<file path="config.mk">
export PLATFORM = sky130hd
export DESIGN_NAME = tlb_cam
export DESIGN_NICKNAME = d
export VERILOG_FILES = /design/src/rtl/tlb_cam.sv
export SDC_FILE = /design/constraint.sdc
export NUM_CORES = 2
export LEC_CHECK = 0
export BUFFER_PORTS_ARGS = -buffer_cell sky130_fd_sc_hd__buf_4
export CORE_MARGIN = 2
export CORE_UTILIZATION = 45
export DETAILED_ROUTE_END_ITERATION = 10
export PLACE_DENSITY_LB_ADDON = 0.12
export SYNTH_ARGS = -nofsm -noshare
export SYNTH_HDL_FRONTEND = slang
export SYNTH_SLANG_ARGS = --single-unit
</file>
<file path="constraint.sdc">
create_clock -name clk -period 10.2 [get_ports clk]
set_input_delay 0.51 -clock clk [delete_from_list [all_inputs] [get_ports clk]]
set_output_delay 0.51 -clock clk [all_outputs]
set_load 0.05 [all_outputs]
</file>
<file path="src/rtl/tlb_cam.sv">
module tlb_cam #(
  parameter int N = 32
) (
  input  logic        clk,
  input  logic        rst_n,
  input  logic        wr_en,
  input  logic [2:0]  wr_sel,
  input  logic [31:0] wr_data,
  input  logic [2:0]  rd_sel,
  output logic [31:0] rd_data,
  input  logic        lk_valid,
  input  logic [31:0] lk_vaddr,
  output logic        lk_hit,
  output logic        lk_multi,
  output logic [31:0] lk_paddr,
  output logic [3:0]  lk_attr,
  output logic        irq
);
  localparam int IW = (N > 1) ? $clog2(N) : 1;
  localparam logic [5:0] LAST = 6'(N - 1);

  logic [19:0] tag [N];
  logic [1:0]  psz [N];
  logic [19:0] pa  [N];
  logic [3:0]  atr [N];
  logic [N-1:0] vld, prs;

  logic [31:0] cam_stg, ram_stg;
  logic [5:0]  lock_base, victim;
  logic [4:0]  st, en;

  function automatic logic [19:0] size_mask(input logic [1:0] s);
    case (s)
      2'd0:    size_mask = 20'hFFF00;
      2'd1:    size_mask = 20'hFFFF0;
      2'd2:    size_mask = 20'hFFFFF;
      default: size_mask = 20'hFF000;
    endcase
  endfunction

  wire do_load   = wr_en && wr_sel == 3'd3 && wr_data[0];
  wire do_fone   = wr_en && wr_sel == 3'd4 && wr_data[0];
  wire do_fall   = wr_en && wr_sel == 3'd5 && wr_data[0];
  wire [4:0] ack = (wr_en && wr_sel == 3'd6) ? wr_data[4:0] : 5'd0;

  logic [N-1:0] match, fmatch;
  logic          hit_any, two;
  logic [IW-1:0] hit_idx;

  always_comb begin
    for (int i = 0; i < N; i++) begin
      match[i]  = vld[i] && (((tag[i] ^ lk_vaddr[31:12]) & size_mask(psz[i])) == 20'd0);
      fmatch[i] = vld[i] && psz[i] == cam_stg[1:0] &&
                  (((tag[i] ^ cam_stg[31:12]) & size_mask(psz[i])) == 20'd0);
    end
    hit_any = 1'b0;
    two     = 1'b0;
    hit_idx = '0;
    for (int i = 0; i < N; i++) begin
      if (match[i]) begin
        if (hit_any) two = 1'b1;
        else hit_idx = IW'(i);
        hit_any = 1'b1;
      end
    end
  end

  wire [31:0] hmask = {size_mask(psz[hit_idx]), 12'h000};
  wire [31:0] xlate = ({pa[hit_idx], 12'h000} & hmask) | (lk_vaddr & ~hmask);
  wire [4:0]  st_set = lk_valid ? {3'd0, ~hit_any, two} : 5'd0;

  always_ff @(posedge clk or negedge rst_n) begin
    if (!rst_n) begin
      for (int i = 0; i < N; i++) begin
        tag[i] <= '0;
        psz[i] <= '0;
        pa[i]  <= '0;
        atr[i] <= '0;
      end
      vld <= '0;
      prs <= '0;
    end else if (do_load) begin
      tag[victim[IW-1:0]] <= cam_stg[31:12];
      psz[victim[IW-1:0]] <= cam_stg[1:0];
      vld[victim[IW-1:0]] <= cam_stg[2];
      prs[victim[IW-1:0]] <= cam_stg[3];
      pa[victim[IW-1:0]]  <= ram_stg[31:12];
      atr[victim[IW-1:0]] <= ram_stg[9:6];
    end else if (do_fone) begin
      vld <= vld & ~fmatch;
    end else if (do_fall) begin
      vld <= vld & prs;
    end
  end

  always_ff @(posedge clk or negedge rst_n) begin
    if (!rst_n) begin
      cam_stg   <= '0;
      ram_stg   <= '0;
      lock_base <= '0;
      victim    <= '0;
      st        <= '0;
      en        <= '0;
    end else begin
      st <= (st & ~ack) | st_set;
      if (wr_en) begin
        case (wr_sel)
          3'd0: cam_stg <= wr_data;
          3'd1: ram_stg <= wr_data;
          3'd2: begin
            lock_base <= wr_data[15:10];
            victim    <= wr_data[9:4];
          end
          3'd3: if (wr_data[0]) victim <= (victim >= LAST) ? lock_base : victim + 6'd1;
          3'd7: en <= wr_data[4:0];
          default: ;
        endcase
      end
    end
  end

  always_ff @(posedge clk or negedge rst_n) begin
    if (!rst_n) begin
      lk_hit   <= 1'b0;
      lk_multi <= 1'b0;
      lk_paddr <= '0;
      lk_attr  <= '0;
    end else if (lk_valid) begin
      lk_hit   <= hit_any;
      lk_multi <= two;
      lk_paddr <= hit_any ? xlate : 32'd0;
      lk_attr  <= hit_any ? atr[hit_idx] : 4'd0;
    end
  end

  assign irq = |(st & en);

  always_comb begin
    case (rd_sel)
      3'd0:    rd_data = cam_stg;
      3'd1:    rd_data = ram_stg;
      3'd2:    rd_data = {16'd0, lock_base, victim, 4'd0};
      3'd6:    rd_data = {27'd0, st};
      3'd7:    rd_data = {27'd0, en};
      default: rd_data = 32'd0;
    endcase
  end
endmodule

</file>
# Word level (Yosys, flattened, before mapping)
# Index checks and enable logic that the tools add are counted.
dict set report totals {
  reg_bits 1660
  input_bits 74
  out_inout_bits 71
  elab_cells 834
}
dict set report classes {
  addsub 1
  n_lt_le_gt_ge 6
  eq_ne 110
  muxes 223
  bitwise 142
  n_reduce_logical 212
}
# operator n
set ops {}
lappend ops {{AND 20 bit} 64}
lappend ops {{bitwise mux 640 bit} 2}
lappend ops {{logical NOT 20 bit} 64}
lappend ops {{bitwise XOR 20 bit} 64}
lappend ops {{one-hot mux 12 bit (3 select lines)} 33}
lappend ops {{two-way mux 5 bit} 61}
lappend ops {{one-hot mux 32 bit (5 select lines)} 1}
lappend ops {{AND 32 bit} 4}
lappend ops {{bitwise mux 128 bit} 1}
lappend ops {{two-way mux 32 bit} 4}
lappend ops {{logical AND 1 bit} 105}
lappend ops {{binary-select mux 20 bit (select 5 bit)} 1}
lappend ops {{demux 20 bit (select 5 bit)} 1}
lappend ops {{two-way mux 1 bit} 97}
lappend ops {{equality test 2 x 1 -> 1 bit (second input constant)} 33}
lappend ops {{equality test 2 bit (second input constant)} 33}
lappend ops {{logical NOT 2 bit} 33}
lappend ops {{bitwise mux 32 bit} 2}
lappend ops {{bitwise mux 64 bit} 1}
lappend ops {{equality test 2 bit} 32}
lappend ops {{NOT 32 bit} 2}
lappend ops {{two-way mux 20 bit} 3}
lappend ops {{OR 32 bit} 1}
lappend ops {{binary-select mux 4 bit (select 5 bit)} 1}
lappend ops {{29 further kinds} 51}

# Logic depth before layout (Yosys ltp)
dict set report logic_depth {
  depth_word 78
  ltp_mapped 27
  ltp_nobuf 21
}

# Worst setup path after synthesis
# Ideal clock, no wire load.
dict set report synth_path {
  path_kind {input to register}
  startpoint {input port lk_vaddr[14]}
  endpoint {register lk_paddr[23]}
  setup_ps 135
  arrival_ps 4927
  required_time_ps 10065
  path_slack_ps 5138
  cell_stages 20
  path_cell_list {buf_6 xor2_1 o41a_1 or4_4 nor2b_1 o311a_1 o211ai_1 a21oi_1 nor3_1 buf_4 buf_4 buf_2 clkbuf_1 a31oi_1 a211oi_1 nor3_1 ha_1 or4_1 a211oi_1 a31oi_1}
}
dict set report synth_via {
  elab_chain_cells 77
}
# element line
set synth_rtl {}
lappend synth_rtl {{start, declared} 12} ;# input logic [31:0] lk_vaddr,
lappend synth_rtl {{bitwise XOR 20 bit} 52} ;# match[i] = vld[i] && (((tag[i] ^ lk_vaddr[31:12]) & size_mask(psz[i])) == 20'd0);
lappend synth_rtl {{AND 20 bit} 52}
lappend synth_rtl {{logical NOT 20 bit} 52}
lappend synth_rtl {{logical AND 1 bit} 52}
lappend synth_rtl {{two-way mux 1 bit} 60} ;# if (match[i]) begin
lappend synth_rtl {{two-way mux 1 bit} 61} ;# if (hit_any) two = 1'b1;
lappend synth_rtl {{two-way mux 1 bit} 60}
lappend synth_rtl {{two-way mux 5 bit} 61}
lappend synth_rtl {{[... 60 more ...]} --}
lappend synth_rtl {{binary-select mux 2 bit (select 5 bit)} 68} ;# wire [31:0] hmask = {size_mask(psz[hit_idx]), 12'h000};
lappend synth_rtl {{two-way mux 2 bit (not written as such) (2 in a row)} 68}
lappend synth_rtl {{equality test 2 bit, or another cell as far along} 33} ;# case (s)
lappend synth_rtl {{one-hot mux 12 bit (3 select lines)} 33}
lappend synth_rtl {{NOT 32 bit} 69} ;# wire [31:0] xlate = ({pa[hit_idx], 12'h000} & hmask) | (lk_vaddr & ~hmask);
lappend synth_rtl {{AND 32 bit} 69}
lappend synth_rtl {{OR 32 bit} 69}
lappend synth_rtl {{two-way mux 32 bit (*)} 131} ;# lk_paddr <= hit_any ? xlate : 32'd0;
lappend synth_rtl {{end signal, assigned} 131}
lappend synth_rtl {{end, declared} 15} ;# output logic [31:0] lk_paddr,
# Mark *: on every way between the ends. The rest lies on a longest branch, timed or not. The select of a mux whose other input is x is not followed.
# A chain may end at the register's enable or synchronous reset.

# Final worst setup path
dict set report layout_path {
  startpoint {register psz[48] (netlist name)}
  endpoint {register lk_paddr[21]}
}
dict set report layout_via {
  elab_chain_cells 64
}
# element line
set layout_rtl {}
lappend layout_rtl {{start, declared} 23} ;# logic [1:0] psz [N];
lappend layout_rtl {{start signal, assigned by index} 84} ;# psz[victim[IW-1:0]] <= cam_stg[1:0];
lappend layout_rtl {{equality test 2 bit, or another cell as far along} 33}
lappend layout_rtl {{one-hot mux 12 bit (3 select lines)} 33}
lappend layout_rtl {{AND 20 bit} 52}
lappend layout_rtl {{logical NOT 20 bit} 52}
lappend layout_rtl {{logical AND 1 bit} 52}
lappend layout_rtl {{two-way mux 5 bit / two-way mux 1 bit (equally long branches)} 60}
lappend layout_rtl {{two-way mux 5 bit} 61}
lappend layout_rtl {{two-way mux 5 bit} 60}
lappend layout_rtl {{[... 47 more ...]} --}
lappend layout_rtl {{binary-select mux 2 bit (select 5 bit)} 68}
lappend layout_rtl {{two-way mux 2 bit (not written as such) (2 in a row)} 68}
lappend layout_rtl {{equality test 2 bit, or another cell as far along} 33}
lappend layout_rtl {{one-hot mux 12 bit (3 select lines)} 33}
lappend layout_rtl {{NOT 32 bit} 69}
lappend layout_rtl {{AND 32 bit} 69}
lappend layout_rtl {{OR 32 bit} 69}
lappend layout_rtl {{two-way mux 32 bit (*)} 131}
# Marked as above.

==> summary.md <==
| Metric | Value |
|---|---|
| Row cnt | 163 |
| Mean Syn Cell Area | 12.0 sq um |
| Yosys cell types | 89 |
| Root Driver | clkbuf_16 |
| Data required, critical path | 10870 ps |
| Num CTS Buffers | 189 |
| Core area | 197000 sq um |
| Syn. warnings | 0 |
| Worst Setup End Kind | flop |
| DP HPWL | 184000 um |
| Top_reg_cell synth | dfrtp_1 |
| Pwr per Cell Area | 175 nW/um^2 |
| Clk Latency, worst-skew pair | 860 ps |
| Tightest Pin Transition | 1280 ps |
| Detailed-route wire length per cell | 29.4 um |
| Post-cts hold buffer count | 45 |
| GR Util All Layers | 0.290 |
| Vias per cell | 5.99 |
| CTS Buffer Depth | 3 |
| Ports | 145 |
| Routed Antenna Nets | 0 |
| Final Hold Viols | 0 |
| Layout cells sized above 1 | 0.302 |
| Max VDD drop | 0.187 mV |
| Final nets | 7478 |
| Critical path class | flop to flop |
| Total global routing overflow | 0 |
| Fillers | 17500 |
| Die Y | 449 um |
| Worst min path class | input port to flop |
| Rel. slew slack | 0.147 |
| Wire length of the first global-routing pass | 434000 um |
| CTS clk-pin slew, worst paths | 60 ps |
| Min Tclk post-route | 7210 ps |
| Buffers on Ports | 144 |
| EDFF count, synth | 0 |
| Leakage | 47.5 nW |
| Die footprint | 202000 sq um |
| CTS tree | done |
| Post-synthesis register bit count | 1660 |
| Post-route setup TNS | 0 ps |
| Placed Area | 92100 sq um |
| Period utilization | 0.707 |
| H-tree Lvls | 4 |
| Worst Setup Start Kind | flop |
| Fmax | 139 MHz |
| DRT Wirelength | 298000 um |
| RSZ-0062 raised after global routing | no |
| Initial core utilization | 0.452 |
| Max-cap violations | 0 |
| Setup Fix Bufs, Post-CTS | 0 |
| # clock sinks | 1660 |
| Post-CTS sizing | 0 |
| Clk_skew | 27.5 ps |
| WP data arrival | 7880 ps |
| Die W | 449 um |
| Design Area, Final | 98900 sq um |
| Crit path max fanout | 42 |
| Number of global-route vias before repair | 61700 |
| Post-synthesis async set-or-reset flop share | 1.00 |
| 1st-pass router iterations | 7 |
| Area Overhead vs Synth | 10.8% |
| # setup viols final | 0 |
| Cells after Synth | 7457 |
| Largest net degree at the start of global routing | 166 |
| Initial DRC count | 5135 |
| Residual DRC count | 0 |
| Placer Congestion | 0.916 |
| Initial antenna violation count | 9 |
| Sequential area share after synthesis | 0.466 |
| Syn nets | 7601 |
| Via count | 60700 |
| Status | complete, no violations |
| Synthesized area | 89200 sq um |
| Pins Over Slew Limit | 0 |
==> cell usage after synthesis, types with 40 or more instances <==
library cell	n	share of area
dfrtp_1	1660	0.47
mux2_2	1599	0.20
xnor2_1	830	0.081
xor2_1	515	0.051
clkbuf_1	401	0.017
mux2i_1	359	0.040
nand2_1	336	0.014
nor2_1	141	0.0059
nand4_1	139	0.0097
nand3_1	116	0.0065
nor3_1	106	0.0059
a21oi_1	96	0.0054
nor4_1	95	0.0067
buf_1	82	0.0035
o21ai_0	74	0.0042
o22ai_1	74	0.0052
ha_1	70	0.0098
buf_2	66	0.0037
a41oi_1	61	0.0060
inv_1	57	0.0024
buf_4	52	0.0044
a2111oi_0	49	0.0048
a22oi_1	41	0.0035
buf_6	40	0.0050
==> through the flow <==
step / power (mW) / utilization / setup slack [ps] / hold WS [ps] / instances
after global placement: 10.4 / 0.467 / 2710 / 471 / 9737
after floorplan: 9.34 / - / 5140 / 214 / 7457
after detailed placement: 10.5 / 0.467 / 2580 / 477 / 9737
after global routing: 18.0 / 0.501 / 2700 / 162 / 10100
final: 17.3 / 0.501 / 2990 / 169 / 10100
after CTS: 17.4 / 0.501 / 3170 / 89.0 / 10100
==> critical path, cell delays in order, from the launching register on <==
cell,delay (ps)
dfrtp_1,640
inv_1,100
ha_1,350
a41o_1,220
and4_1,190
a41oi_1,210
nand4_1,610
nor3_2,490
o21ai_0,290
a21boi_4,700
buf_4,660
nor2_4,280
buf_4,350
nand2_1,370
o22ai_1,180
a2111oi_0,1050
a32oi_1,240
==> worst paths after layout <==
check	end	slack [ps]	startpoint	cells past startpoint
max in group asynchronous	pa[289]$_DFFE_PN0P_	7390	rst_n	4
hold / removal	victim[0]$_DFFE_PN0P_	170	wr_sel[2]	4
setup / recovery	lk_paddr[21]$_DFFE_PN0P_	2990	psz[48]$_DFFE_PN0P_	16
setup reg to reg	lk_paddr[21]$_DFFE_PN0P_	2990	psz[48]$_DFFE_PN0P_	16
min in group asynchronous	psz[48]$_DFFE_PN0P_	290	rst_n	2
hold reg to reg	lk_paddr[9]$_DFFE_PN0P_	490	lk_paddr[9]$_DFFE_PN0P_	1
==> per-layer routing <==
layer  global-route usage  vias up  wire length (um)
met5                    0        -                 8
met2                0.475     1746            141000
met3               0.0374      504             14900
li1                     -    26200                 -
met1                0.395    32200            131000
met4                0.104        2             10900
==> cells by family (layout without fill, tap and decap cells) <==
family,Yosys count,in the layout,share of synthesized area
and+or+nand+nor,1072,1072,0.0605
other,0,7,0
DFF,1660,1660,0.466
AOI/OAI and AO/OA,646,646,0.0531
muxes,1958,1958,0.242
xor gates and xnor gates,1345,1345,0.132
adders and majority gates,76,76,0.0105
buffers and inverters,700,735,0.0362
==> registers in the layout (all words and copies together) (netlist names), 64 cells and up <==
signal  flops
atr       128
tag       640
pa        640
psz        64
==> report_power, final <==
| group | internal (mW) | switching (mW) | leakage, nW |
|---|---|---|---|
| logic | 1.09 | 1.65 | 21.5 |
| clock network | 4.04 | 2.91 | 3.08 |
| registers | 6.98 | 0.656 | 22.9 |
==> layout make-up <==
class                   instances  area [sq um]  share of cell area
well taps                    2640          3300              0.0334
clock inverters                54           752             0.00760
repair buffers                329          2730              0.0276
flip-flops and latches       1660         41600               0.421
multi-input cells            5097         44700               0.452
clock buffers                 295          5560              0.0562
inverters                      57           214             0.00216
diodes                          7          17.5            0.000177
==> placed cells by master, fill, tap and decap left out, drive strengths merged, types with 30 or more instances in the layout <==
cell type / Yosys / final
o22ai: 74 / 74
inv: 57 / 64
a21oi: 96 / 96
dfrtp: 1660 / 1660
clkinv: 0 / 32
a22oi: 41 / 41
clkbuf: 401 / 295
xnor2: 830 / 830
buf: 242 / 284
nor4: 97 / 97
nand3: 116 / 116
o21ai: 81 / 81
ha: 70 / 70
mux2: 1599 / 1599
dlygate4sd3: 0 / 45
nor3: 108 / 108
a2111oi: 49 / 49
nor2: 142 / 142
mux2i: 359 / 359
nand4: 139 / 139
or4: 30 / 30
a41oi: 61 / 61
a31oi: 33 / 33
nand2: 337 / 337
xor2: 515 / 515
(Power assumes the default switching activity.)
